--- src/rtl/tlp_rx_pkg.sv ---
package tlp_rx_pkg;

  localparam int FMT_HI  = 30;
  localparam int FMT_LO  = 29;
  localparam int TYPE_HI = 28;
  localparam int TYPE_LO = 24;
  localparam int CLS_W   = FMT_HI - TYPE_LO + 1;

  localparam logic [1:0] FMT_4DW_DATA   = 2'b11;
  localparam logic [1:0] FMT_4DW_NODATA = 2'b01;
  localparam logic [4:0] TYPE_MEM       = 5'b00000;

  typedef enum logic [2:0] {
    POS_HDR0    = 3'd0,
    POS_HDR1    = 3'd1,
    POS_ADDR_HI = 3'd2,
    POS_ADDR_LO = 3'd3,
    POS_DATA    = 3'd4,
    POS_DRAIN   = 3'd5
  } pos_e;

  localparam logic [2:0] DBG_RD_WAIT = 3'd6;

  typedef enum logic [1:0] {
    KIND_NONE  = 2'd0,
    KIND_WRITE = 2'd1,
    KIND_READ  = 2'd2
  } kind_e;

  function automatic kind_e classify(input logic [CLS_W-1:0] cls);
    logic [1:0] fmt;
    logic [4:0] typ;
    fmt = cls[CLS_W-1 -: 2];
    typ = cls[4:0];
    if (typ == TYPE_MEM && fmt == FMT_4DW_DATA)        return KIND_WRITE;
    else if (typ == TYPE_MEM && fmt == FMT_4DW_NODATA) return KIND_READ;
    else                                               return KIND_NONE;
  endfunction

endpackage

--- src/rtl/tlp_beat_fsm.sv ---
module tlp_beat_fsm
  import tlp_rx_pkg::*;
(
  input  logic  clk,
  input  logic  rst_n,
  input  logic  valid_i,
  input  logic  ready_i,
  input  logic  last_i,
  input  kind_e kind_now_i,
  input  logic  keep_now_i,
  output pos_e  pos_o,
  output logic  keep_o,
  output logic  rd_fire_o
);

  pos_e  pos_q, pos_d;
  kind_e kind_q;
  logic  keep_q;
  logic  beat;
  logic  hdr_en;

  assign beat   = valid_i & ready_i;
  assign hdr_en = beat & (pos_q == POS_HDR0);

  always_comb begin
    pos_d = pos_q;
    if (last_i) begin
      pos_d = POS_HDR0;
    end else begin
      case (pos_q)
        POS_HDR0:    pos_d = POS_HDR1;
        POS_HDR1:    pos_d = POS_ADDR_HI;
        POS_ADDR_HI: pos_d = POS_ADDR_LO;
        POS_ADDR_LO: pos_d = (kind_q == KIND_WRITE) ? POS_DATA : POS_DRAIN;
        default:     pos_d = POS_DRAIN;
      endcase
    end
  end

  always_ff @(posedge clk or negedge rst_n) begin
    if (!rst_n) begin
      pos_q  <= POS_HDR0;
      kind_q <= KIND_NONE;
      keep_q <= 1'b0;
    end else begin
      if (beat) pos_q <= pos_d;
      if (hdr_en) begin
        kind_q <= kind_now_i;
        keep_q <= keep_now_i;
      end
    end
  end

  assign pos_o     = pos_q;
  assign keep_o    = keep_q;
  assign rd_fire_o = beat & last_i & (pos_q == POS_ADDR_LO) & keep_q & (kind_q == KIND_READ);

  AST_GAP_HOLD: assert property (@(posedge clk) disable iff (!rst_n)
    !valid_i |=> $stable(pos_q));
  AST_STALL_AT_IDLE: assert property (@(posedge clk) disable iff (!rst_n)
    !ready_i |=> pos_q == POS_HDR0);
  AST_LAST_TO_IDLE: assert property (@(posedge clk) disable iff (!rst_n)
    beat && last_i |=> pos_q == POS_HDR0);

endmodule

--- src/rtl/tlp_field_regs.sv ---
module tlp_field_regs
  import tlp_rx_pkg::*;
#(
  parameter int DATA_W = 32
) (
  input  logic              clk,
  input  logic              rst_n,
  input  logic              beat_i,
  input  pos_e              pos_i,
  input  logic              keep_i,
  input  logic [DATA_W-1:0] din_i,
  output logic [DATA_W-1:0] hdr0_o,
  output logic [DATA_W-1:0] hdr1_o,
  output logic [DATA_W-1:0] addr_hi_o,
  output logic [DATA_W-1:0] addr_lo_o,
  output logic [DATA_W-1:0] data_o
);

  localparam int NFIELD = 5;

  logic              take;
  logic [NFIELD-1:0] en;
  logic [DATA_W-1:0] fld_q [NFIELD];

  assign take = beat_i & keep_i;

  always_comb begin
    en = '0;
    if (take) begin
      case (pos_i)
        POS_HDR0:    en[0] = 1'b1;
        POS_HDR1:    en[1] = 1'b1;
        POS_ADDR_HI: en[2] = 1'b1;
        POS_ADDR_LO: en[3] = 1'b1;
        POS_DATA:    en[4] = 1'b1;
        default:     en    = '0;
      endcase
    end
  end

  for (genvar i = 0; i < NFIELD; i++) begin : g_fld
    always_ff @(posedge clk or negedge rst_n) begin
      if (!rst_n)     fld_q[i] <= '0;
      else if (en[i]) fld_q[i] <= din_i;
    end
  end

  assign hdr0_o    = fld_q[0];
  assign hdr1_o    = fld_q[1];
  assign addr_hi_o = fld_q[2];
  assign addr_lo_o = fld_q[3];
  assign data_o    = fld_q[4];

  AST_DROP_NO_UPDATE: assert property (@(posedge clk) disable iff (!rst_n)
    beat_i && !keep_i |=> $stable({hdr0_o, hdr1_o, addr_hi_o, addr_lo_o, data_o}));
  AST_DATA_ONLY_AT_SLOT: assert property (@(posedge clk) disable iff (!rst_n)
    pos_i != POS_DATA |=> $stable(data_o));

endmodule

--- src/rtl/tlp_rd_tracker.sv ---
module tlp_rd_tracker (
  input  logic clk,
  input  logic rst_n,
  input  logic fire_i,
  input  logic done_i,
  output logic pending_o
);

  logic pend_q, pend_d;

  always_comb begin
    pend_d = pend_q;
    if (fire_i)      pend_d = 1'b1;
    else if (done_i) pend_d = 1'b0;
  end

  always_ff @(posedge clk or negedge rst_n) begin
    if (!rst_n) pend_q <= 1'b0;
    else        pend_q <= pend_d;
  end

  assign pending_o = pend_q;

  AST_REQ_HOLD: assert property (@(posedge clk) disable iff (!rst_n)
    pend_q && !done_i |=> pend_q);
  AST_REQ_RELEASE: assert property (@(posedge clk) disable iff (!rst_n)
    pend_q && done_i |=> !pend_q);
  AST_STRAY_DONE: assert property (@(posedge clk) disable iff (!rst_n)
    !pend_q && !fire_i |=> !pend_q);

endmodule

--- src/rtl/tlp_req_parser.sv ---
module tlp_req_parser
  import tlp_rx_pkg::*;
#(
  parameter int DATA_W = 32,
  parameter int BAR_W  = 7
) (
  input  logic              clk,
  input  logic              rst_n,
  input  logic [DATA_W-1:0] rx_data,
  input  logic              rx_valid,
  input  logic              rx_last,
  output logic              rx_ready,
  input  logic              err_fwd,
  input  logic [BAR_W-1:0]  bar_hit,
  output logic              rd_req,
  input  logic              rd_done,
  output logic              np_ok,
  output logic [DATA_W-1:0] hdr0_q,
  output logic [DATA_W-1:0] hdr1_q,
  output logic [DATA_W-1:0] addr_hi_q,
  output logic [DATA_W-1:0] addr_lo_q,
  output logic [DATA_W-1:0] data_q,
  output logic [2:0]        state_dbg
);

  kind_e kind_now;
  logic  keep_now;
  pos_e  pos;
  logic  keep_q;
  logic  keep_eff;
  logic  rd_fire;
  logic  pending;
  logic  beat;

  assign kind_now = classify(rx_data[FMT_HI:TYPE_LO]);
  assign keep_now = ~err_fwd & (|bar_hit) & (kind_now != KIND_NONE);
  assign keep_eff = (pos == POS_HDR0) ? keep_now : keep_q;
  assign rx_ready = ~pending;
  assign np_ok    = ~pending;
  assign rd_req   = pending;
  assign beat     = rx_valid & rx_ready;

  tlp_beat_fsm u_fsm (
    .clk        (clk),
    .rst_n      (rst_n),
    .valid_i    (rx_valid),
    .ready_i    (rx_ready),
    .last_i     (rx_last),
    .kind_now_i (kind_now),
    .keep_now_i (keep_now),
    .pos_o      (pos),
    .keep_o     (keep_q),
    .rd_fire_o  (rd_fire)
  );

  tlp_field_regs #(.DATA_W(DATA_W)) u_regs (
    .clk       (clk),
    .rst_n     (rst_n),
    .beat_i    (beat),
    .pos_i     (pos),
    .keep_i    (keep_eff),
    .din_i     (rx_data),
    .hdr0_o    (hdr0_q),
    .hdr1_o    (hdr1_q),
    .addr_hi_o (addr_hi_q),
    .addr_lo_o (addr_lo_q),
    .data_o    (data_q)
  );

  tlp_rd_tracker u_rd (
    .clk       (clk),
    .rst_n     (rst_n),
    .fire_i    (rd_fire),
    .done_i    (rd_done),
    .pending_o (pending)
  );

  assign state_dbg = pending ? DBG_RD_WAIT : pos;

  AST_STATE_CODE_VALID: assert property (@(posedge clk) disable iff (!rst_n)
    state_dbg != 3'd7);
  AST_PENDING_BLOCKS_INTAKE: assert property (@(posedge clk) disable iff (!rst_n)
    rd_req && !rd_done |=> !rx_ready && !np_ok);

endmodule

--- config.mk ---
export PLATFORM = sky130hd
export DESIGN_NAME = tlp_req_parser
export DESIGN_NICKNAME = d
export VERILOG_FILES = /design/src/rtl/tlp_rx_pkg.sv /design/src/rtl/tlp_beat_fsm.sv /design/src/rtl/tlp_field_regs.sv /design/src/rtl/tlp_rd_tracker.sv /design/src/rtl/tlp_req_parser.sv
export SDC_FILE = /design/constraint.sdc
export NUM_CORES = 1
export LEC_CHECK = 0
export ABC_CLOCK_PERIOD_IN_PS = 2100
export BUFFER_PORTS_ARGS = -buffer_cell sky130_fd_sc_hd__buf_2
export CAP_MARGIN = 40
export CORE_UTILIZATION = 45
export CTS_BUF_LIST = sky130_fd_sc_hd__clkbuf_8 sky130_fd_sc_hd__clkbuf_16
export DETAILED_ROUTE_END_ITERATION = 12
export HOLD_SLACK_MARGIN = 0.15
export PLACE_DENSITY = 0.75
export SLEW_MARGIN = 10
export SYNTH_ARGS = -nofsm -noshare
export SYNTH_HDL_FRONTEND = slang
export SYNTH_SLANG_ARGS = --single-unit
--- constraint.sdc ---
create_clock -name clk -period 2.1 [get_ports clk]
set_input_delay 0.21 -clock clk [delete_from_list [all_inputs] [get_ports clk]]
set_output_delay 0.21 -clock clk [all_outputs]
set_load 0.03 [all_outputs]
==> key figures <==
Status
  • Status: completed

GRT
  • Met1 Usage GRT: 27.1%
  • First-pass GRT wire length: 23.6 mm
  • Total global-route track usage: 21.5%
  • Global routing's busiest layer: met2
  • Grt met2 use: 34.3%
  • Pin count of the biggest net entering global routing: 63
  • Number of global-route vias before repair: 4522
  • M3 GR Usage: 6.44%
  • Antenna violations before repair: 0
  • Grt total ovfl: 0

CTS
  • Cell at the root of the clock tree: clkbuf_16
  • Clk buf depth: 2
  • Cts bufs inserted: 17
  • Worst skew pair latency: 0.42 ns
  • CTS tree: built
  • Resize count post-CTS: 0
  • Clk slew on worst S/H paths: 0.06 ns
  • # H-tree levels: 4
  • Clock sink count: 167

Power and ir drop
  • Worst VDD drop: 464 uV
  • Pwr/cell area: 843 mW/mm2
  • Leakage Power: 0.00479 uW

Critical path
  • Critical Path RT: 2.40 ns
  • CP arrival: 2.37 ns
  • Worst-path maximum fanout: 22
  • Crit end category: flip-flop
  • Kind of start point of the critical path: input port
  • Worst Setup Path Type: input port to flip-flop

Routing
  • Vias per cell: 5.00
  • Via count: 4215
  • DRC Markers: 0
  • 1st-pass router iterations: 5
  • 1st-iter DRT viols: 165
  • Drt total wl: 15.2 mm
  • DRT antenna net count: 0
  • Routed len/inst: 18.0 um

Final layout
  • # nets final: 697
  • Fin util: 62.9%
  • Fillers: 1049
  • Area Growth Syn to Fin: 36.3%
  • Share of post-route cells with drive strength above 1: 62.7%
  • ANT cells: 0

Logic synthesis
  • Number of synthesized flops with an enable pin: 0
  • Synth Instances: 386
  • FF+latch count, synth: 167
  • Largest family of logic cells by synthesized area: multiplexers
  • Post-synthesis sequential area ratio: 65.2%
  • Post-synth ARST share: 100%
  • Syn Std Cell Area: 0.00640 mm2
  • Xor/xnor share of the synthesized area: 0%
  • Post-synth top cells: 167 x dfrtp_1, 128 x mux2_2, 23 x mux2_4
  • Top_reg_cell synth: dfrtp_1
  • Syn Nets: 431
  • Simple-Gate Fraction of Synth Area: 3.44%
  • Top-area cell type share of the netlist area: 65.2%
  • Post-synthesis mux area share: 28.2%
  • Post-synth top area cell: dfrtp_1
  • Mapped Avg Cell Area: 16.6 um2
  • Compound-Gate Fraction of Synth Area: 1.19%
  • Post-Synth Adder-Cell Area: 0%
  • Synth unique cells: 32
  • Ys Warns: 0
  • Most common cell in the netlist: dfrtp_1
  • Leading post-synthesis cells by cell area: dfrtp_1 65%, mux2_2 23%, mux2_4 5.4%

Placement
  • GPL Wtd Cong: 0.849
  • Pre-CTS WS: 0.0508 ns
  • Post-DP HPWL: 10.1 mm
  • Input/output buffers: 210

Timing
  • Setup TNS: 0 ns
  • Final Slew Violations: 0
  • Final Hold Vio Count: 0
  • Least-Margin Pin Slew: 0.498 ns
  • Hold slack: 0.289 ns
  • Skew final: 0.00628 ns
  • Fmax: 483 MHz
  • PnR worst setup slack: 0.0309 ns
  • Final Critical Period: 2.07 ns
  • Setup-failing EPs final: 0
  • Worst rel slew slack: 66.8%
  • Tcrit/Tclk final: 98.5%
  • RSZ-0062 raised after global routing: false

Floorplanning
  • Initial core utilization: 46.1%
  • # IOs: 211
  • Die area: 0.0147 mm2
  • Die Y: 121 um
  • Die width: 121 um
  • Core area: 0.0139 mm2
  • Rows: 43

Job
  • Max Cap Violations: 0

Worst hold path
  • HP Class: input port to flip-flop
[critical path, cell delays in order]
cell           delay (ns)
dlygate4sd3_1        0.54
buf_2                0.14
or4_1                0.62
nor4_4               0.25
nand2_4              0.11
buf_12               0.19
mux2_4               0.31
[cells in the final DEF (no fill, tap or decap), types with 2 or more instances in the layout]
cell,instances
clkinvlp_4,2
mux2_2,128
nor3_1,2
bufinv_16,2
or4_1,2
buf_12,6
buf_2,209
mux2_4,23
dfrtp_1,166
clkbuf_16,17
clkinv_2,4
inv_1,7
and2_1,5
a22o_1,2
buf_4,12
nand2_1,6
or2_2,2
mux2_1,2
nand2b_1,5
dlygate4sd3_1,37
o21ai_0,4
[cell type report]
cell class | instances | area [um2] | share of cell area (%)
Clock buffer | 18 | 439 | 5.03
Clock inverter | 12 | 115 | 1.32
Inverter | 4 | 15.0 | 0.172
Multi-Input combinational cell | 197 | 2120 | 24.3
Sequential cell | 167 | 4180 | 47.9
Tap cell | 180 | 225 | 2.58
Timing Repair Buffer | 265 | 1640 | 18.8
[what timing repair did]
action,in CTS,in global routing
hold endpoints to repair,210,0
buffers inserted,0,0
hold buffers,37,0
[final timing paths]
check,cells past startpoint,end,startpoint,slack [ns]
min in group asynchronous,2,u_regs.addr_lo_o[2]$_DFFE_PN0P_,rst_n,0.31
max in group asynchronous,3,u_regs.hdr0_o[18]$_DFFE_PN0P_,rst_n,1.08
min,5,u_fsm.keep_o$_DFFE_PN0P_,err_fwd,0.29
min reg2reg,1,u_regs.hdr0_o[29]$_DFFE_PN0P_,u_regs.hdr0_o[29]$_DFFE_PN0P_,0.48
max,7,u_regs.hdr0_o[8]$_DFFE_PN0P_,rx_data[25],0.03
max reg2reg,5,u_regs.hdr0_o[8]$_DFFE_PN0P_,u_fsm.pos_o[1]$_DFFE_PN0N_,0.05
[state kept, by name, indices dropped and copies added (netlist names)]
register	cells
u_regs.hdr1_o	32
u_regs.addr_lo_o	32
u_fsm.pos_o	3
u_fsm.keep_o	1
u_fsm.kind_q	2
u_regs.data_o	32
u_rd.pending_o	1
u_regs.hdr0_o	32
u_regs.addr_hi_o	32
[power by group]
part	switching, uW	total, uW	internal (uW)	leakage (uW)
combinational	594	945	351	0.00229
clock	1210	2950	1750	0.000281
sequential	83.8	3460	3370	0.00222
total	1890	7360	5470	0.00479
[metrics by stage]
stage | cell area (um2) | total power (uW) | instances
after global placement | 7810 | 4370 | 776
after global routing | 8730 | 7620 | 843
after CTS | 8730 | 7440 | 843
after floorplan | 6410 | 4020 | 386
final | 8730 | 7360 | 843
after detailed placement | 7810 | 4410 | 776
[metal layers]
layer / wire length [um] / share of wire [%] / vias to the layer above
met5: 0 / 0 / -
met4: 292 / 1.9 / 0
met3: 958 / 6.3 / 27
met2: 7370 / 49 / 144
met1: 6530 / 43 / 2146
li1: - / - / 1898
[cells by family (layout without fill, tap and decap cells)]
logic type / after synthesis / count (layout)
flops: 167 / 167
mux: 153 / 153
simple gates: 33 / 33
buf+inv: 22 / 299
compound gates: 11 / 11
Note: power is estimated with default switching activity, not from simulation.
